===== src/rtl/dbf_pkg.sv =====
package dbf_pkg;

    // Width of the per-channel millisecond counter and of the hold limit
    localparam int MS_W = 8;

    typedef enum logic [1:0] {
        SEL_RESERVED = 2'b00,
        SEL_BYPASS   = 2'b01,
        SEL_SHORT    = 2'b10,
        SEL_LONG     = 2'b11
    } dbsel_e;

    // Filter configuration shared by all channels
    typedef struct packed {
        logic            bypass;
        logic [MS_W-1:0] limit;
    } filt_cfg_t;

    // Hold time in milliseconds for a select code; reserved maps to long
    function automatic logic [MS_W-1:0] hold_ms(input dbsel_e sel,
                                                input int long_ms,
                                                input int short_ms);
        logic [MS_W-1:0] r;
        case (sel)
            SEL_SHORT:  r = MS_W'(short_ms);
            SEL_BYPASS: r = '0;
            default:    r = MS_W'(long_ms);
        endcase
        return r;
    endfunction

endpackage


===== src/rtl/dbf_tick_gen.sv =====
module dbf_tick_gen #(
    parameter int CLK_HZ = 125_000_000
) (
    input  logic clk,
    input  logic rst,
    output logic tick
);
    localparam int TICKS = (CLK_HZ / 1000 < 1) ? 1 : CLK_HZ / 1000;
    localparam int CW    = (TICKS > 1) ? $clog2(TICKS) : 1;

    generate
        if (TICKS == 1) begin : g_every
            assign tick = !rst;
        end else begin : g_div
            logic [CW-1:0] pcnt;

            always_ff @(posedge clk) begin
                if (rst) begin
                    pcnt <= '0;
                end else if (pcnt == CW'(TICKS - 1)) begin
                    pcnt <= '0;
                end else begin
                    pcnt <= pcnt + CW'(1);
                end
            end

            assign tick = (pcnt == CW'(TICKS - 1));

            // Two ticks never fall on neighbouring edges
            AST_TICK_SPACING: assert property (@(posedge clk) disable iff (rst)
                tick |=> !tick);
        end
    endgenerate

endmodule


===== src/rtl/dbf_mode_decode.sv =====
module dbf_mode_decode
    import dbf_pkg::*;
#(
    parameter int LONG_MS  = 3,
    parameter int SHORT_MS = 1
) (
    input  logic [1:0] dbsel,
    output filt_cfg_t  cfg
);
    dbsel_e sel;

    always_comb begin
        sel        = dbsel_e'(dbsel);
        cfg.bypass = (sel == SEL_BYPASS);
        cfg.limit  = hold_ms(sel, LONG_MS, SHORT_MS);
    end

endmodule


===== src/rtl/dbf_channel.sv =====
module dbf_channel
    import dbf_pkg::*;
(
    input  logic      clk,
    input  logic      rst,
    input  logic      tick,
    input  filt_cfg_t cfg,
    input  logic      raw,
    output logic      filt
);
    logic [MS_W-1:0] cnt;

    always_ff @(posedge clk) begin
        if (rst) begin
            filt <= 1'b0;
            cnt  <= '0;
        end else if (cfg.bypass) begin
            filt <= raw;
            cnt  <= '0;
        end else if (raw == filt) begin
            cnt  <= '0;
        end else if (tick) begin
            if (cnt >= cfg.limit) begin
                filt <= raw;
                cnt  <= '0;
            end else begin
                cnt  <= cnt + MS_W'(1);
            end
        end
    end

    // Bypass: output is last cycle's raw input
    AST_BYPASS_FOLLOW: assert property (@(posedge clk) disable iff (rst)
        (!$past(rst) && $past(cfg.bypass)) |-> (filt == $past(raw)));

    // Filtered changes only ever happen on a tick
    AST_CHANGE_ON_TICK: assert property (@(posedge clk) disable iff (rst)
        (!$past(rst) && !$past(cfg.bypass) && (filt != $past(filt))) |-> $past(tick));

    // A matching input wipes the pending count
    AST_RESTART_CLEAR: assert property (@(posedge clk) disable iff (rst)
        $past(raw == filt) |-> (cnt == '0));

endmodule


===== src/rtl/debounce_bank.sv =====
module debounce_bank
    import dbf_pkg::*;
#(
    parameter int CHANNELS = 8,
    parameter int CLK_HZ   = 125_000_000,
    parameter int LONG_MS  = 3,
    parameter int SHORT_MS = 1
) (
    input  logic                clk,
    input  logic                rst,
    input  logic [1:0]          dbsel,
    input  logic [CHANNELS-1:0] raw_in,
    output logic [CHANNELS-1:0] filt_out
);
    logic      ms_tick;
    filt_cfg_t cfg;

    dbf_tick_gen #(.CLK_HZ(CLK_HZ)) u_tick (
        .clk  (clk),
        .rst  (rst),
        .tick (ms_tick)
    );

    dbf_mode_decode #(.LONG_MS(LONG_MS), .SHORT_MS(SHORT_MS)) u_dec (
        .dbsel (dbsel),
        .cfg   (cfg)
    );

    generate
        for (genvar ch = 0; ch < CHANNELS; ch++) begin : g_ch
            dbf_channel u_chan (
                .clk  (clk),
                .rst  (rst),
                .tick (ms_tick),
                .cfg  (cfg),
                .raw  (raw_in[ch]),
                .filt (filt_out[ch])
            );
        end
    endgenerate

    AST_RESET_CLEARS: assert property (@(posedge clk)
        $past(rst) |-> (filt_out == '0));

    // Outside bypass, at most a tick edge may move any output
    AST_NO_OFFTICK_MOVE: assert property (@(posedge clk) disable iff (rst)
        (!$past(rst) && !$past(cfg.bypass) && !$past(ms_tick)) |-> $stable(filt_out));

endmodule


===== config.mk =====
export PLATFORM = sky130hd
export DESIGN_NAME = debounce_bank
export DESIGN_NICKNAME = d
export VERILOG_FILES = /design/src/rtl/dbf_pkg.sv /design/src/rtl/dbf_tick_gen.sv /design/src/rtl/dbf_mode_decode.sv /design/src/rtl/dbf_channel.sv /design/src/rtl/debounce_bank.sv
export SDC_FILE = /design/constraint.sdc
export NUM_CORES = 1
export LEC_CHECK = 0
export CAP_MARGIN = 30
export CELL_PAD_IN_SITES_DETAIL_PLACEMENT = 1
export CELL_PAD_IN_SITES_GLOBAL_PLACEMENT = 1
export CORE_ASPECT_RATIO = 0.5
export CORE_UTILIZATION = 44
export CTS_CLUSTER_DIAMETER = 40
export CTS_CLUSTER_SIZE = 10
export DETAILED_ROUTE_END_ITERATION = 6
export DONT_BUFFER_PORTS = 1
export GPL_TIMING_DRIVEN = 0
export HOLD_SLACK_MARGIN = 0.15
export MAX_ROUTING_LAYER = met4
export PLACE_DENSITY_LB_ADDON = 0.1
export SLEW_MARGIN = 25
export SYNTH_ARGS = -nofsm -noshare
export SYNTH_HDL_FRONTEND = slang
export SYNTH_SLANG_ARGS = --single-unit

===== constraint.sdc =====
create_clock -name clk -period 2.2 [get_ports clk]
set_input_delay 0.22 -clock clk [delete_from_list [all_inputs] [get_ports clk]]
set_output_delay 0.22 -clock clk [all_outputs]
set_load 0.02 [all_outputs]

# --- Word-level counts from Yosys, hierarchy flattened ---
# Index checks and enable logic that the tools add are counted.
# W data, S select, Z words.
totals:
  output_inout_bits: 8
  elab_cells: 120
  input_bits: 12
  regBits: 89
classes:
  magnitude_cmp: 8
  eq_ne: 19
  n_mux: 41
  reduce_logical: 26
  addsub: 9
op_table:
  columns: ["operator", "count"]
  rows:
  - ["$add A8 B1 Y8 const B", 8]
  - ["$ge A8 B2 Y1", 8]
  - ["$mux W8", 8]
  - ["$mux W1", 32]
  - ["$reduce_and A3 Y1", 8]
  - ["$reduce_or A3 Y1", 8]
  - ["$reduce_bool A2 Y1", 9]
  - ["$add A17 B1 Y17 const B", 1]
  - ["$eq A17 B17 Y1 const B", 1]
  - ["$ne A2 B2 Y1 const B", 8]
  - ["$eq A1 B1 Y1", 8]
  - ["$pmux W2 S2", 1]
  - ["$eq A2 B1 Y1 const B", 1]
  - ["$eq A2 B2 Y1 const B", 1]
  - ["$reduce_or A2 Y1", 1]

# --- Depth between registers and ports, before layout ---
logic_depth:
  depth_word: 7
  depth_mapped: 10
  mapped_depth_nobuf: 8

# --- Cells and area by module ---
# From an unflattened synthesis, not the netlist that was laid out.
unflattened:
  hier_cells: 660
  area_unflattened_um2: 5834.3
modules_own_cells:
  columns: ["mod", "instances", "seq_area_each_um2", "area_each_um2", "cells_per_inst"]
  rows:
  - ["dbf_channel", 8, 180.2, 621.8, 70]
  - ["dbf_tick_gen", 1, 340.3, 778.2, 89]
  - ["dbf_mode_decode", 1, 0.0, 81.3, 11]

# --- Least setup slack after synthesis ---
# Ideal clock, no wire load.
synth_path:
  kind: "input to register"
  start: "input port dbsel[1]"
  end: "register g_ch[0].u_chan.cnt[2]"
  path_buffers: 2
  t_arrival_ns: 2.333
  t_required_ns: 2.134
  setup_slack_ns: -0.199
  path_stages: 10
  setup_time_ns: 0.066
  cell_sequence: "inv_1 ha_1 clkbuf_1 buf_1 inv_1 ha_1 nand2b_1 a211o_1 a31oi_1 nor2b_1"
synth_via:
  elab_chain_len: 4
  word_cells_on_any_way: 6
  classes_between: "order compare (1); eq/ne (2); mux (2); reduce/logical (1)"
synth_rtl:
  columns: ["element", "line_no", "rtl"]
  rows:
  - ["from (decl)", "debounce_bank.sv:11", "input logic [1:0] dbsel,"]
  - ["$eq A2 B1 Y1 or $eq A2 B2 Y1 (tied branches)", "dbf_pkg.sv:24, dbf_mode_decode.sv:14", null]
  - ["$pmux W2 S2", "dbf_pkg.sv:24", "case (sel)"]
  - ["$ge A8 B2 Y1", "dbf_channel.sv:23", "if (cnt >= cfg.limit) begin"]
  - ["$mux W8", "dbf_channel.sv:23", null]
  - ["to (signal assigned)", "dbf_channel.sv:27", "cnt <= cnt + MS_W'(1);"]
  - ["to (decl)", "dbf_channel.sv:11", "logic [MS_W-1:0] cnt;"]
# Parallel ways exist; a longest one is shown, timed or not.
# A chain may end at the register's enable or synchronous reset.

# --- Worst setup path after layout ---
layout_path:
  start: "register u_tick.g_div.pcnt[5]"
  end: "register g_ch[0].u_chan.cnt[1]"
layout_via:
  elab_chain_len: 1
layout_rtl:
  columns: ["element", "line_no", "rtl"]
  rows:
  - ["from (decl)", "dbf_tick_gen.sv:15", "logic [CW-1:0] pcnt;"]
  - ["from (signal assigned)", "dbf_tick_gen.sv:23", "pcnt <= pcnt + CW'(1);"]
  - ["$eq A17 B17 Y1", "dbf_tick_gen.sv:27", "assign tick = (pcnt == CW'(TICKS - 1));"]
# No other way between the ends.

==> metrics.yaml <==
routed_wirelength_um: 14400
ys.flop_type: "dfxtp_1"
sw_frac_of_total: 0.246
gr-total-overflow: 0
cts_root_buf: "clkbuf_16"
clock_skew_ns: 0.00704
cpLargestDelayFamily: "simple AND/OR/NAND/NOR gates"
finalHoldViolCount: 0
holdWs_ns: 0.141
drt-initial-drc-count: 204
dp.cells: 689
synth_common_cells: "89 x dfxtp_1, 34 x nand4_1, 33 x nand3_1"
cts_tree: "built"
drive_above_1_share: 0.136
pwr-share-clk: 0.440
multiInputGateArea_um2: 2760
die_h_um: 74.7
via_count: 4379
hold_class: "in2reg"
status: "finished, violations left"
path_clk_slew_ns: 0.07
seqPwrFrac: 0.468
path_cells: "or4b_4, or3b_4, clkbuf_2, o21ai_0, a21oi_1"
p_per_area_nw_per_um2: 650
ys_types: 41
std_cell_rows: 26
drc: 0
synthArstFlopShare: 0
final_util: 0.529
dr.pass1.iters: 4
cp.required_ns: 2.43
intPower_mw: 2.66
setup_violations: 2
grt_start_max_net_pins: 17
reg2reg_setup_slack_ns: -0.07
numPortBuffers: 0
antenna_found_initial: 0
critical_path_buf_inv_count: 1
synth_area_leader_cell: "dfxtp_1"
ios: 20
violations: "setup timing"
viasPerCell: 6.14
critPathCapture: "g_ch[0].u_chan.cnt[1]$_SDFFE_PP0P_"
die_w_um: 147
tightest_slew_ns: 0.708
syn_area_um2: 4660
start_kind: "register"
power_frac_comb: 0.092
fmax_ghz: 0.441
cts_made_buffers: 9
initial_core_util: 0.454
postRouteAntennaNets: 0
reg2reg_depth: 5
slew_headroom: 0.526
fillers: 1217
clock-sinks: 89
post_drt_wl_per_cell_um: 20.2
clock_path_buffers: 2
hpwl_um: 9640
post-place-ws_ns: -0.752
crit_cells: 5
critical_path_peak_fanout: 11
startpoint: "u_tick.g_div.pcnt[5]$_SDFF_PP0_"
grt_pass1_wl_um: 22600
worst_slack_ns: -0.0671
cp-end-kind: "register"
max_stage_delay_ns: 0.56
syn_nets: 587
synth_edf_count: 0
diodes: 0
crit_type: "reg2reg"
synth.avg_cell_area_um2: 8.48
core-area_um2: 10200
fin_nets: 608
die-area_um2: 11000
grt_usage: 0.276
clock_latency_ns: 0.36
power.switching_mw: 0.868
tns_ns: -0.110
synth.area.top_cells: "dfxtp_1 38%, ha_1 7.0%, nand4_1 4.6%"
min_period_ns: 2.27
yosys_warnings: 0
seqCellArea_um2: 1790
synth.most_common_cell: "dfxtp_1"
finalMaxSlewViolations: 0
ys_seq_area_frac: 0.383
synth_top_area_share: 0.383
p_leak_nw: 2.06
post-route-period-util: 1.03
peakVddDrop_mv: 0.339
maxCapViolations: 0
place.gp.congestion: 0.818
cp_slowest_cell: "or4b_4"
arrival_ns: 2.49
ys_ff_latch: 89
worstReg2RegStart: "u_tick.g_div.pcnt[5]$_SDFF_PP0_"
netlist_instances: 549
first_global_vias: 4388
regToRegEndpoint: "g_ch[0].u_chan.cnt[1]$_SDFFE_PP0P_"
cts_max_level: 3
stdcell_count: 713
areaGrowthSynthToFinish_pct: 16.5
worst min path at each step:
stage,start,to,slack [ns],cells past startpoint
finish,raw_in[1],g_ch[1].u_chan.filt$_SDFFE_PP0P_,0.14,3
global route,raw_in[1],g_ch[1].u_chan.filt$_SDFFE_PP0P_,0.16,3
CTS,raw_in[6],g_ch[6].u_chan.filt$_SDFFE_PP0P_,0.15,3
detailed placement,u_tick.g_div.pcnt[0]$_SDFF_PP0_,u_tick.g_div.pcnt[0]$_SDFF_PP0_,0.45,1
global placement,u_tick.g_div.pcnt[0]$_SDFF_PP0_,u_tick.g_div.pcnt[0]$_SDFF_PP0_,0.43,1
floorplan,u_tick.g_div.pcnt[0]$_SDFF_PP0_,u_tick.g_div.pcnt[0]$_SDFF_PP0_,0.41,1
final cells by class:
class,instances,area share
Multi-Input combinational cell,401,0.509
Sequential cell,89,0.329
Clock buffer,11,0.0447
Buffer,36,0.0408
Tap cell,140,0.0323
Timing Repair Buffer,14,0.0226
Inverter,19,0.0138
Clock inverter,3,0.00784
state kept, by name, summed over array words and instances, names as in the netlist:
signal             flops
g_ch.u_chan.cnt       64
u_tick.g_div.pcnt     17
g_ch.u_chan.filt       8
layer usage:
metal  track usage  vias up  share of wire
met1         0.338     2204           0.46
met4        0.0813        0          0.016
met2         0.469       71           0.48
li1              -     2084              -
met5             -        -              0
met3        0.0564       20          0.045
worst reg2reg max path, cell delays in order (launching register included):
cell and delay (ns):
dfxtp_2 0.33, or4b_4 0.56, or3b_4 0.50, clkbuf_2 0.27, o21ai_0 0.35, a21oi_1 0.13
layout by cell type, fill, tap and decap left out, types with 4 or more instances in the layout:
master          n
dfxtp_1        86
nand4_1        34
nand3_1        33
nand2_1        29
o21a_1         28
nor2_1         27
ha_1           26
o21ai_0        24
a21oi_1        22
inv_1          18
xor2_1         17
buf_4          16
nor3_1         15
a31oi_1        15
nor2b_1        13
or3_1          12
and3_1         11
clkbuf_2       10
nor4_1         10
or4_1          10
clkbuf_16       9
nor3b_1         8
nand2b_1        8
a211o_1         8
a2bb2oi_1       8
clkbuf_1        7
dlygate4sd3_1   7
clkbuf_4        5
a31oi_4         5
a211oi_2        4
a211oi_1        4
power by group through the flow:
stage	logic, mW	clock network, mW	registers (mW)
after floorplan	0.220	0	1.68
after global placement	0.279	0	1.69
after detailed placement	0.287	0	1.69
after CTS	0.312	1.57	1.65
after global routing	0.350	1.64	1.65
final	0.324	1.55	1.65
repair_timing:
action	in CTS	in global routing
endpoints found under the setup margin	88	50
resized for setup	35	21
setup buffers	6	1
pin swaps	2	3
hold buffers	7	0
endpoints found under the hold margin	14	0
stage by stage:
stage	total power, mW	cell area [µm²]
after global routing	3.65	5430
final	3.53	5430
after detailed placement	1.97	4870
after floorplan	1.90	4690
after CTS	3.54	5350
after global placement	1.97	4870
cell families after synthesis:
family | share of synthesized area
compound gates | 0.185
xor+xnor | 0.0357
fa+ha+maj | 0.0699
buf+inv | 0.0567
flops | 0.383
simple gates | 0.271
Note: power is estimated with default switching activity, not from simulation.
